**src/rtl/lmr_pkg.sv**
```systemverilog
package lmr_pkg;
    localparam int ADDR_W   = 32;
    localparam int DATA_W   = 32;
    localparam int WIN_CNT  = 16;
    localparam int FLD_W    = 4;
    localparam int LIM_LO   = 17;
    localparam int LIM_W    = 13;

    typedef enum logic [1:0] {
        ROUTE_DRAM = 2'd0,
        ROUTE_GFX  = 2'd1,
        ROUTE_PCI  = 2'd2,
        ROUTE_DENY = 2'd3
    } route_e;

    typedef struct packed {
        logic              valid;
        route_e            route;
        logic              cacheable;
        logic              smi;
        logic [ADDR_W-1:0] addr;
    } resp_t;

    typedef struct packed {
        logic [LIM_W-1:0]         lim;
        logic [DATA_W-1:0]        vid;
        logic [WIN_CNT*FLD_W-1:0] win;
    } cfg_t;
endpackage

```
**src/rtl/lmr_cfg_regs.sv**
```systemverilog
module lmr_cfg_regs
    import lmr_pkg::*;
(
    input  logic                     clk,
    input  logic                     rst_n,
    input  logic                     we,
    input  logic [1:0]               sel,
    input  logic [DATA_W-1:0]        wdata,
    output logic [ADDR_W-1:0]        dram_limit,
    output logic [DATA_W-1:0]        vid_ctl,
    output logic [WIN_CNT*FLD_W-1:0] win_ctl
);
    localparam int HALF = WIN_CNT * FLD_W / 2;

    cfg_t cfg_d, cfg_q;

    always_comb begin
        cfg_d = cfg_q;
        if (we) begin
            unique case (sel)
                2'd0: cfg_d.lim = wdata[LIM_LO +: LIM_W];
                2'd1: cfg_d.vid = wdata;
                2'd2: cfg_d.win[HALF-1:0] = wdata[HALF-1:0];
                default: cfg_d.win[2*HALF-1:HALF] = wdata[HALF-1:0];
            endcase
        end
    end

    always_ff @(posedge clk) begin
        if (!rst_n) begin
            cfg_q.lim <= '1;
            cfg_q.vid <= '0;
            cfg_q.win <= '0;
        end else begin
            cfg_q <= cfg_d;
        end
    end

    assign dram_limit = {{(ADDR_W-LIM_LO-LIM_W){1'b0}}, cfg_q.lim, {LIM_LO{1'b1}}};
    assign vid_ctl    = cfg_q.vid;
    assign win_ctl    = cfg_q.win;
endmodule

```
**src/rtl/lmr_win_select.sv**
```systemverilog
module lmr_win_select
    import lmr_pkg::*;
#(
    parameter int CNT = WIN_CNT
) (
    input  logic [CNT*FLD_W-1:0]     ctl,
    input  logic [$clog2(CNT)-1:0]   idx,
    output logic [FLD_W-1:0]         field
);
    logic [FLD_W-1:0] fld_arr [CNT];

    for (genvar g = 0; g < CNT; g++) begin : g_fld
        assign fld_arr[g] = ctl[g*FLD_W +: FLD_W];
    end

    assign field = fld_arr[idx];
endmodule

```
**src/rtl/lmr_io_trap.sv**
```systemverilog
module lmr_io_trap
    import lmr_pkg::*;
#(
    parameter int          TRAP_CNT  = 3,
    parameter logic [27:0] FIRST_BLK = 28'h3B
) (
    input  logic [ADDR_W-1:0]   io_addr,
    input  logic [TRAP_CNT-1:0] enable,
    output logic                hit
);
    logic [TRAP_CNT-1:0] blk_hit;

    for (genvar i = 0; i < TRAP_CNT; i++) begin : g_blk
        localparam logic [27:0] BLK = FIRST_BLK + 28'(i);
        assign blk_hit[i] = enable[i] && (io_addr[ADDR_W-1:4] == BLK);
    end

    assign hit = |blk_hit;
endmodule

```
**src/rtl/legacy_window_router.sv**
```systemverilog
module legacy_window_router
    import lmr_pkg::*;
(
    input  logic        clk,
    input  logic        rst_n,
    input  logic        cfg_we,
    input  logic [1:0]  cfg_sel,
    input  logic [31:0] cfg_wdata,
    input  logic        acc_valid,
    input  logic [31:0] acc_addr,
    input  logic        acc_write,
    input  logic        acc_io,
    input  logic        acc_pci,
    input  logic        acc_smm,
    output logic        rsp_valid,
    output logic [1:0]  rsp_route,
    output logic        rsp_cacheable,
    output logic        rsp_smi,
    output logic [31:0] rsp_addr
);
    localparam int MASK_BIT  = 21;
    localparam int TRAP_LSB  = 13;
    localparam int TRAP_CNT  = 3;
    localparam int IDX_W     = $clog2(WIN_CNT);

    logic [ADDR_W-1:0]        dram_limit;
    logic [DATA_W-1:0]        vid_ctl;
    logic [WIN_CNT*FLD_W-1:0] win_ctl;
    logic [ADDR_W-1:0]        m_addr;
    logic [FLD_W-1:0]         rom_fld, vid_fld, fld;
    logic                     vid_gfx, in_low, in_vid, in_rom, grant, trap_hit;

    resp_t rsp_d, rsp_q;

    lmr_cfg_regs u_cfg (
        .clk        (clk),
        .rst_n      (rst_n),
        .we         (cfg_we),
        .sel        (cfg_sel),
        .wdata      (cfg_wdata),
        .dram_limit (dram_limit),
        .vid_ctl    (vid_ctl),
        .win_ctl    (win_ctl)
    );

    always_comb begin
        m_addr = acc_addr;
        if (vid_ctl[MASK_BIT] && !acc_smm) m_addr[20] = 1'b0;
    end

    lmr_win_select #(.CNT(WIN_CNT)) u_win (
        .ctl   (win_ctl),
        .idx   (m_addr[14 +: IDX_W]),
        .field (rom_fld)
    );

    lmr_io_trap #(.TRAP_CNT(TRAP_CNT), .FIRST_BLK(28'h3B)) u_trap (
        .io_addr (m_addr),
        .enable  (vid_ctl[TRAP_LSB +: TRAP_CNT]),
        .hit     (trap_hit)
    );

    always_comb begin
        in_low = (m_addr[ADDR_W-1:20] == '0);
        in_vid = in_low && (m_addr[19:17] == 3'b101);
        in_rom = in_low && (m_addr[19:18] == 2'b11);
        if (!m_addr[16]) begin
            vid_fld = vid_ctl[3:0];
            vid_gfx = vid_ctl[4];
        end else if (!m_addr[15]) begin
            vid_fld = vid_ctl[19:16];
            vid_gfx = vid_ctl[20];
        end else begin
            vid_fld = vid_ctl[27:24];
            vid_gfx = vid_ctl[28];
        end
        fld   = in_vid ? vid_fld : rom_fld;
        grant = acc_write ? fld[1] : fld[0];
    end

    always_comb begin
        rsp_d       = rsp_q;
        rsp_d.valid = acc_valid;
        if (acc_valid) begin
            rsp_d.addr      = m_addr;
            rsp_d.smi       = 1'b0;
            rsp_d.cacheable = 1'b0;
            if (acc_io) begin
                rsp_d.route = ROUTE_PCI;
                rsp_d.smi   = trap_hit;
            end else if (in_vid && vid_gfx) begin
                rsp_d.route = ROUTE_GFX;
            end else if (in_vid || in_rom) begin
                if (acc_pci) begin
                    rsp_d.route = (fld[3] && grant) ? ROUTE_DRAM : ROUTE_DENY;
                end else begin
                    rsp_d.route     = grant ? ROUTE_DRAM : ROUTE_PCI;
                    rsp_d.cacheable = fld[2];
                end
            end else if (in_low || (m_addr <= dram_limit)) begin
                rsp_d.route     = ROUTE_DRAM;
                rsp_d.cacheable = !acc_pci;
            end else begin
                rsp_d.route = acc_pci ? ROUTE_DENY : ROUTE_PCI;
            end
        end
    end

    always_ff @(posedge clk) begin
        if (!rst_n) begin
            rsp_q <= '0;
        end else begin
            rsp_q <= rsp_d;
        end
    end

    assign rsp_valid     = rsp_q.valid;
    assign rsp_route     = rsp_q.route;
    assign rsp_cacheable = rsp_q.cacheable;
    assign rsp_smi       = rsp_q.smi;
    assign rsp_addr      = rsp_q.addr;

    assert_latency_R2: assert property (@(posedge clk) disable iff (!rst_n)
        acc_valid |=> rsp_valid);

    assert_gfx_uncached_R8: assert property (@(posedge clk) disable iff (!rst_n)
        (rsp_valid && rsp_route == ROUTE_GFX) |-> !rsp_cacheable);

    assert_io_route_R9: assert property (@(posedge clk) disable iff (!rst_n)
        (acc_valid && acc_io) |=> (rsp_route == ROUTE_PCI) && !rsp_cacheable);

    assert_smi_from_io_R9: assert property (@(posedge clk) disable iff (!rst_n)
        (rsp_valid && rsp_smi) |-> $past(acc_io));

    assert_slave_uncached_R7: assert property (@(posedge clk) disable iff (!rst_n)
        (acc_valid && acc_pci) |=> !rsp_cacheable);

    assert_deny_slave_R7: assert property (@(posedge clk) disable iff (!rst_n)
        (rsp_valid && rsp_route == ROUTE_DENY) |-> $past(acc_pci));

    assert_a20_mask_R10: assert property (@(posedge clk) disable iff (!rst_n)
        (acc_valid && vid_ctl[MASK_BIT] && !acc_smm) |=> !rsp_addr[20]);
endmodule

```
**config.mk**
```make
export PLATFORM = sky130hd
export DESIGN_NAME = legacy_window_router
export DESIGN_NICKNAME = d
export VERILOG_FILES = /design/src/rtl/lmr_pkg.sv /design/src/rtl/lmr_cfg_regs.sv /design/src/rtl/lmr_win_select.sv /design/src/rtl/lmr_io_trap.sv /design/src/rtl/legacy_window_router.sv
export SDC_FILE = /design/constraint.sdc
export NUM_CORES = 1
export LEC_CHECK = 0
export BUFFER_PORTS_ARGS = -buffer_cell sky130_fd_sc_hd__buf_2
export CAP_MARGIN = 20
export CORE_ASPECT_RATIO = 2
export CORE_MARGIN = 2
export CORE_UTILIZATION = 50
export DETAILED_ROUTE_END_ITERATION = 7
export PLACE_DENSITY = 0.72
export SLEW_MARGIN = 20
export SYNTH_ARGS = -nofsm -noshare
export SYNTH_HDL_FRONTEND = slang
export SYNTH_SLANG_ARGS = --single-unit
```
**constraint.sdc**
```tcl
create_clock -name clk -period 2.08 [get_ports clk]
set_input_delay 0.208 -clock clk [delete_from_list [all_inputs] [get_ports clk]]
set_output_delay 0.208 -clock clk [all_outputs]
set_load 0.01 [all_outputs]
```
== Word level (Yosys, flattened, before mapping) ==
Cells that the tools add are included.

* Register bits after elaboration: 143
* Input bits: 74
* Word-level logic and storage cells: 63
* Output and inout bits: 37

* Equal/unequal tests: 7
* $lt $le $gt $ge: 2
* Bitwise gates (word level): 2
* Reductions and logical operators: 20
* Mux-type cells: 23

{| class="wikitable"
|+ Operators with widths
! cell !! count
|-
| equality test 28 x 6 -> 1 bit, second input constant || 3
|-
| <= comparator 32 x 30 -> 1 bit || 1
|-
| two-way mux 4 bit || 5
|-
| binary-select mux 4 bit (select 4 bit) || 1
|-
| zero test 12 bit || 1
|-
| two-way mux 2 bit || 6
|-
| two-way mux 1 bit || 10
|-
| logical AND 1 bit || 8
|-
| AND reduction 2 bit || 4
|-
| OR reduction 3 bit || 2
|-
| greater-or-equal comparator 5 bit, second input constant || 1
|-
| inverter 4 -> 5 bit || 1
|-
| equality test 2 bit, second input constant || 2
|-
| equality test 3 bit, second input constant || 1
|-
| two-way mux 3 bit || 1
|-
| equality test 2 x 1 -> 1 bit, second input constant || 1
|-
| zero test 1 bit || 2
|-
| zero test 2 bit || 1
|-
| logical OR 1 bit || 2
|-
| inverter 1 bit || 1
|}

== Longest topological paths before layout ==
* Word-level depth: 13
* Gate-level depth with buffers: 9
* Mapped depth without buffers: 9

== Hierarchy ==
A second synthesis with hierarchy kept.

* Cell total of the unflattened synthesis: 768
* Area total of the unflattened synthesis: 7509.7 um^2

{| class="wikitable"
|+ Modules (own cells, without submodules)
! module !! seq. area each (um^2) !! cells an instance !! times used !! area an instance (um^2)
|-
| lmr_cfg_regs || 2182.1 || 428 || 1 || 4285.4
|-
| legacy_window_router || 740.7 || 286 || 1 || 2575.0
|-
| lmr_win_select || 0.0 || 39 || 1 || 554.3
|-
| lmr_io_trap || 0.0 || 15 || 1 || 95.1
|}

== Worst setup path after synthesis ==
Ideal clock, no wire load.

* Kind: input -> register
* Start: input acc_addr[15]
* End: register rsp_q (netlist bit rsp_cacheable)
* Cell stages on the path: 7
* Slack: -0.057 ns
* Arrival time: 1.996 ns
* Setup time: 0.140 ns
* Path buffers: 3
* Data required time: 1.940 ns
* Cell sequence: clkbuf_1 buf_2 buf_2 mux4_2 mux4_2 nor3b_1 o22ai_1

* Cells in the longest elaborated chain, start to end: 9
* Elaborated cells between the ends (all ways): 17
* Classes of those cells: 1 x order compare; 13 x mux; 1 x bitwise; 2 x reduce/logical

{| class="wikitable"
|+ Ends and longest elaborated chain
! item !! RTL line !! text
|-
| from (decl) || legacy_window_router.sv:10 || <nowiki>input logic [31:0] acc_addr,</nowiki>
|-
| branches (longest 7 deep; another with <= comparator 32 x 30 -> 1 bit) || - ||
|-
| two-way mux 1 bit (*) || legacy_window_router.sv:91 || <nowiki>end else if (in_vid && vid_gfx) begin</nowiki>
|-
| two-way mux 1 bit (*) || legacy_window_router.sv:88 || <nowiki>if (acc_io) begin</nowiki>
|-
| to (signal assigned) || legacy_window_router.sv:113 || <nowiki>rsp_q <= rsp_d;</nowiki>
|-
| to (decl) || legacy_window_router.sv:33 || <nowiki>resp_t rsp_d, rsp_q;</nowiki>
|}

Mark *: on every way between the ends. The select of a mux whose other input is x is not followed.
A chain may end at the register's enable or synchronous reset.

== Worst setup path in the final report ==
* Start: register u_cfg.cfg_q (netlist bit u_cfg.vid_ctl[21])
* End: register rsp_q (netlist bit rsp_route[0])

* Cells in the longest elaborated chain, start to end: 12
* Elaborated cells between the ends (all ways): 18
* Classes of those cells: 1 x order compare; 9 x mux; 8 x reduce/logical

{| class="wikitable"
|+ Ends and longest elaborated chain
! item !! RTL line !! text
|-
| from (decl) || lmr_cfg_regs.sv:15 || <nowiki>cfg_t cfg_d, cfg_q;</nowiki>
|-
| from (signal assigned) || lmr_cfg_regs.sv:35 || <nowiki>cfg_q <= cfg_d;</nowiki>
|-
| logical AND 1 bit (*) || legacy_window_router.sv:48 || <nowiki>if (vid_ctl[MASK_BIT] && !acc_smm) m_addr[20] = 1'b0;</nowiki>
|-
| two-way mux 1 bit (*) || legacy_window_router.sv:48 ||
|-
| branches (longest 8 deep; another with <= comparator 32 x 30 -> 1 bit) || - ||
|-
| two-way mux 2 bit (*) || legacy_window_router.sv:91 ||
|-
| two-way mux 2 bit (*) || legacy_window_router.sv:88 ||
|}

Mark *: on every way between the ends.

==> impl_results.md <==
- Maximum number of buffers from clock root to sink: 2
- Final max-slew violation count: 0
- Number of distinct library cells after synthesis: 50
- Average vias per placed instance: 5.54
- EDFF count, synth: 0
- Fraction of the yosys area taken by sequential cells: 43.7%
- Top-level I/O count: 111
- Row count: 57
- Type of element capturing the critical path: flip-flop
- Inserted Clock Buffers: 17
- Global-route wire length before repair: 25100 um
- Power density over the cells: 872 nW/um^2
- Core area: 12100 sq um
- Sequential standard cell area: 2660 sq um
- Most common cell in the synthesized netlist: sky130_fd_sc_hd__nand2_1
- Drt total wl: 15600 um
- HPWL after detailed placement: 11400 um
- Synthesized area divided by synthesized cell count: 9.17 sq um
- Endpoints failing hold: 0
- Category of the worst setup path launch point: flip-flop
- Total number of nets in the final design: 862
- Slew at the pin closest to its max-slew limit: 0.696 ns
- Worst reg-to-reg path cell count: 8
- Via count of the first global-routing pass: 5226
- Port bufs: 110
- Leakage: 3.20 nW
- Height of the chip: 160 um
- Most instantiated flip-flop cell in the synthesis netlist: sky130_fd_sc_hd__dfxtp_1
- Clock tree from TritonCTS: done
- YS warnings: 0
- Total setup buffers inserted after CTS: 0
- Top cell type's share of synthesized area: 43.7%
- Largest net degree at the start of global routing: 82
- Peak fanout along the critical path: 7
- Post-synthesis register bit count: 133
- Vias: 5184
- Count of clock tree sinks: 133
- Worst slew slack as a fraction of its limit: 53.6%
- IR Drop Worst-Case VDD: 0.000577 V
- Count of antenna diodes in the layout: 0
- Clk slew on worst S/H paths: 0.06 ns
- Final critical delay including setup and external delays: 1.96 ns
- Proportion of layout cells with a drive suffix above 1: 25.8%
- Clock latency of the later-clocked register in the worst-skew pair: 0.42 ns
- Antenna violations before repair: 0
- Worst Path Required: 2.44 ns
- Largest cells by area after synthesis: sky130_fd_sc_hd__dfxtp_1 (44%), sky130_fd_sc_hd__nand2_1 (12%), sky130_fd_sc_hd__a21boi_1 (10%), sky130_fd_sc_hd__mux2i_1 (6.9%), sky130_fd_sc_hd__mux4_2 (6.7%)
- Die X-Extent: 82.1 um
- Commonest cells in the netlist: sky130_fd_sc_hd__nand2_1 (188), sky130_fd_sc_hd__dfxtp_1 (133), sky130_fd_sc_hd__a21boi_1 (83), sky130_fd_sc_hd__mux2i_1 (42), sky130_fd_sc_hd__clkbuf_1 (38)
- Filler cell count: 1018
- Overall die area: 13100 sq um
- Iteration count of the initial detailed-routing pass: 5
- Routed length per instance: 16.7 um
- H-tree level count: 4
- F_max: 0.509 GHz
- Area of the multi-input gates: 3220 sq um
- Initial detailed-routing violation count: 310
- Final number of setup-violating endpoints: 0
- Initial standard-cell utilization of the core: 50.6%
- DRC: 0
- Reg2reg end: rsp_route[0]
- Max-cap viol count: 0
- Final worst clock skew: 0.00950 ns
- Last element of the critical path: rsp_route[0]
- Hold Worst Slack: 0.0346 ns
- Routability-driven placement congestion ratio: 0.855
- CP Launch Point: u_cfg.vid_ctl[21]
- Netlist Area Pre-Place: 6100 sq um
- R2R Path Start: u_cfg.vid_ctl[21]
- Layout-stage area growth over the synthesis result: 24.2%
- RSZ-0062 raised after global routing: no
- Power consumption: 0.00660 W
- Min-Delay Path Class: in2reg
- Cell taking the most area after synthesis: sky130_fd_sc_hd__dfxtp_1
- Result of the run: complete, no violations
- Register-to-register setup slack: 0.12 ns
- CTS Root Cell: sky130_fd_sc_hd__clkbuf_16
- Count of antenna-violating nets left after detailed routing: 0
- GR Overflow Total: 0
- Gate count of the mapped netlist: 665
- Asr flop ratio synth: 0%
- Setup CP Type: reg2reg
- Ratio of final minimum period to clock period: 94.4%
- Global Route Usage Sum: 24.9%
- Arr. time, crit path: 2.33 ns
- Net count after synthesis: 752
## kinds of logic after synthesis
logic type	share of synthesized area [%]
flops	43.7
mux	14.5
simple gates	19.6
compound gates	15.7
buf+inv	3.94
fa+ha+maj	2.67
## sequential cells by signal, summed over array words and instances (netlist names)
name	cells
u_cfg.win_ctl	64
rsp_addr	32
u_cfg.vid_ctl	19
u_cfg.dram_limit	13
rsp_route	2
rsp_cacheable	1
rsp_smi	1
rsp_valid	1
## through the flow
step / TNS [ns] / cells / worst slack (ns) / util [%] / instance area (sq um)
floorplan: 0 / 665 / 0.0781 / - / 6100
global placement: -0.150 / 903 / -0.0758 / 57.4 / 6920
detailed placement: -0.272 / 903 / -0.139 / 57.4 / 6920
CTS: 0 / 935 / 0.0976 / 62.7 / 7560
global route: 0 / 935 / 0.0139 / 62.8 / 7570
finish: 0 / 935 / 0.116 / 62.8 / 7570
## cells in the final DEF, fill, tap and decap left out, types with 2 or more instances in the layout
| cell | netlist | layout |
|---|---|---|
| sky130_fd_sc_hd__buf_2 | 3 | 110 |
| sky130_fd_sc_hd__a21oi_1 | 3 | 3 |
| sky130_fd_sc_hd__o21ai_0 | 5 | 5 |
| sky130_fd_sc_hd__nor2b_1 | 33 | 33 |
| sky130_fd_sc_hd__buf_4 | 1 | 22 |
| sky130_fd_sc_hd__buf_12 | 0 | 5 |
| sky130_fd_sc_hd__a41o_1 | 2 | 2 |
| sky130_fd_sc_hd__a211oi_1 | 3 | 3 |
| sky130_fd_sc_hd__a21boi_1 | 83 | 83 |
| sky130_fd_sc_hd__and2_1 | 2 | 2 |
| sky130_fd_sc_hd__inv_6 | 0 | 4 |
| sky130_fd_sc_hd__nor2_1 | 12 | 11 |
| sky130_fd_sc_hd__mux4_2 | 18 | 18 |
| sky130_fd_sc_hd__ha_1 | 13 | 13 |
| sky130_fd_sc_hd__clkinvlp_4 | 0 | 3 |
| sky130_fd_sc_hd__inv_1 | 14 | 14 |
| sky130_fd_sc_hd__nand2_1 | 188 | 188 |
| sky130_fd_sc_hd__nand4_1 | 7 | 7 |
| sky130_fd_sc_hd__dfxtp_1 | 133 | 133 |
| sky130_fd_sc_hd__or4_4 | 2 | 2 |
| sky130_fd_sc_hd__bufinv_16 | 0 | 4 |
| sky130_fd_sc_hd__o211a_1 | 2 | 2 |
| sky130_fd_sc_hd__nand3_1 | 4 | 4 |
| sky130_fd_sc_hd__o211ai_1 | 14 | 14 |
| sky130_fd_sc_hd__nand2b_1 | 2 | 2 |
| sky130_fd_sc_hd__mux2i_1 | 42 | 42 |
| sky130_fd_sc_hd__mux2_2 | 4 | 4 |
| sky130_fd_sc_hd__clkinv_2 | 0 | 2 |
| sky130_fd_sc_hd__o31ai_1 | 2 | 2 |
| sky130_fd_sc_hd__clkbuf_16 | 0 | 17 |
| sky130_fd_sc_hd__nand4b_1 | 2 | 2 |
| sky130_fd_sc_hd__a31o_1 | 2 | 2 |
## worst max-delay path, cell delays in order, from the launching register on
cell and delay, ns:
sky130_fd_sc_hd__dfxtp_1 0.34, sky130_fd_sc_hd__nand2b_1 0.07, sky130_fd_sc_hd__buf_4 0.14, sky130_fd_sc_hd__a2111oi_4 0.36, sky130_fd_sc_hd__buf_4 0.22, sky130_fd_sc_hd__nand3_2 0.13, sky130_fd_sc_hd__o31ai_1 0.36, sky130_fd_sc_hd__o211a_1 0.21
sky130_fd_sc_hd__a41o_1 0.09
## layer usage
layer / wire length [um] / share of wire, % / global-route usage [%]
met5: 0 / 0 / 0
met4: 486 / 3.1 / 10.8
met3: 670 / 4.3 / 5.54
met2: 8440 / 54 / 44.6
met1: 6030 / 39 / 27.0
## final cells by class
type                            instances  share of cell area [%]
Sequential cell                       133                    35.2
Tap cell                              147                    2.43
Timing Repair Buffer                  137                    10.8
Multi-Input combinational cell        470                    42.5
Clock inverter                         14                    2.59
Clock buffer                           18                    5.80
Inverter                               16                   0.793
## repair_timing
item / in CTS / in global routing
resized for setup: 0 / 3
hold buffers: 0 / 0
setup endpoints to repair: 0 / 2
## power by group
part	internal, W	leakage [nW]	switching (W)	total [W]
Sequential	0.00266	1.09	0.0000514	0.00271
Combinational	0.000306	1.81	0.000366	0.000672
Clock	0.00205	0.304	0.00117	0.00322
Total	0.00501	3.20	0.00159	0.00660
## worst min-delay path by stage
| stage | startpoint | to | slack [ns] | cells after the start |
|---|---|---|---|---|
| floorplan | cfg_wdata[0] | u_cfg.vid_ctl[0] | 0.34 | 2 |
| global placement | u_cfg.win_ctl[2] | u_cfg.win_ctl[2] | 0.44 | 2 |
| detailed placement | u_cfg.vid_ctl[1] | u_cfg.vid_ctl[1] | 0.45 | 2 |
| CTS | cfg_wdata[6] | u_cfg.win_ctl[38] | 0.03 | 3 |
| global route | cfg_wdata[10] | u_cfg.win_ctl[10] | 0.03 | 3 |
| finish | cfg_wdata[8] | u_cfg.win_ctl[40] | 0.03 | 3 |
Power figures use the tool's default switching activity.
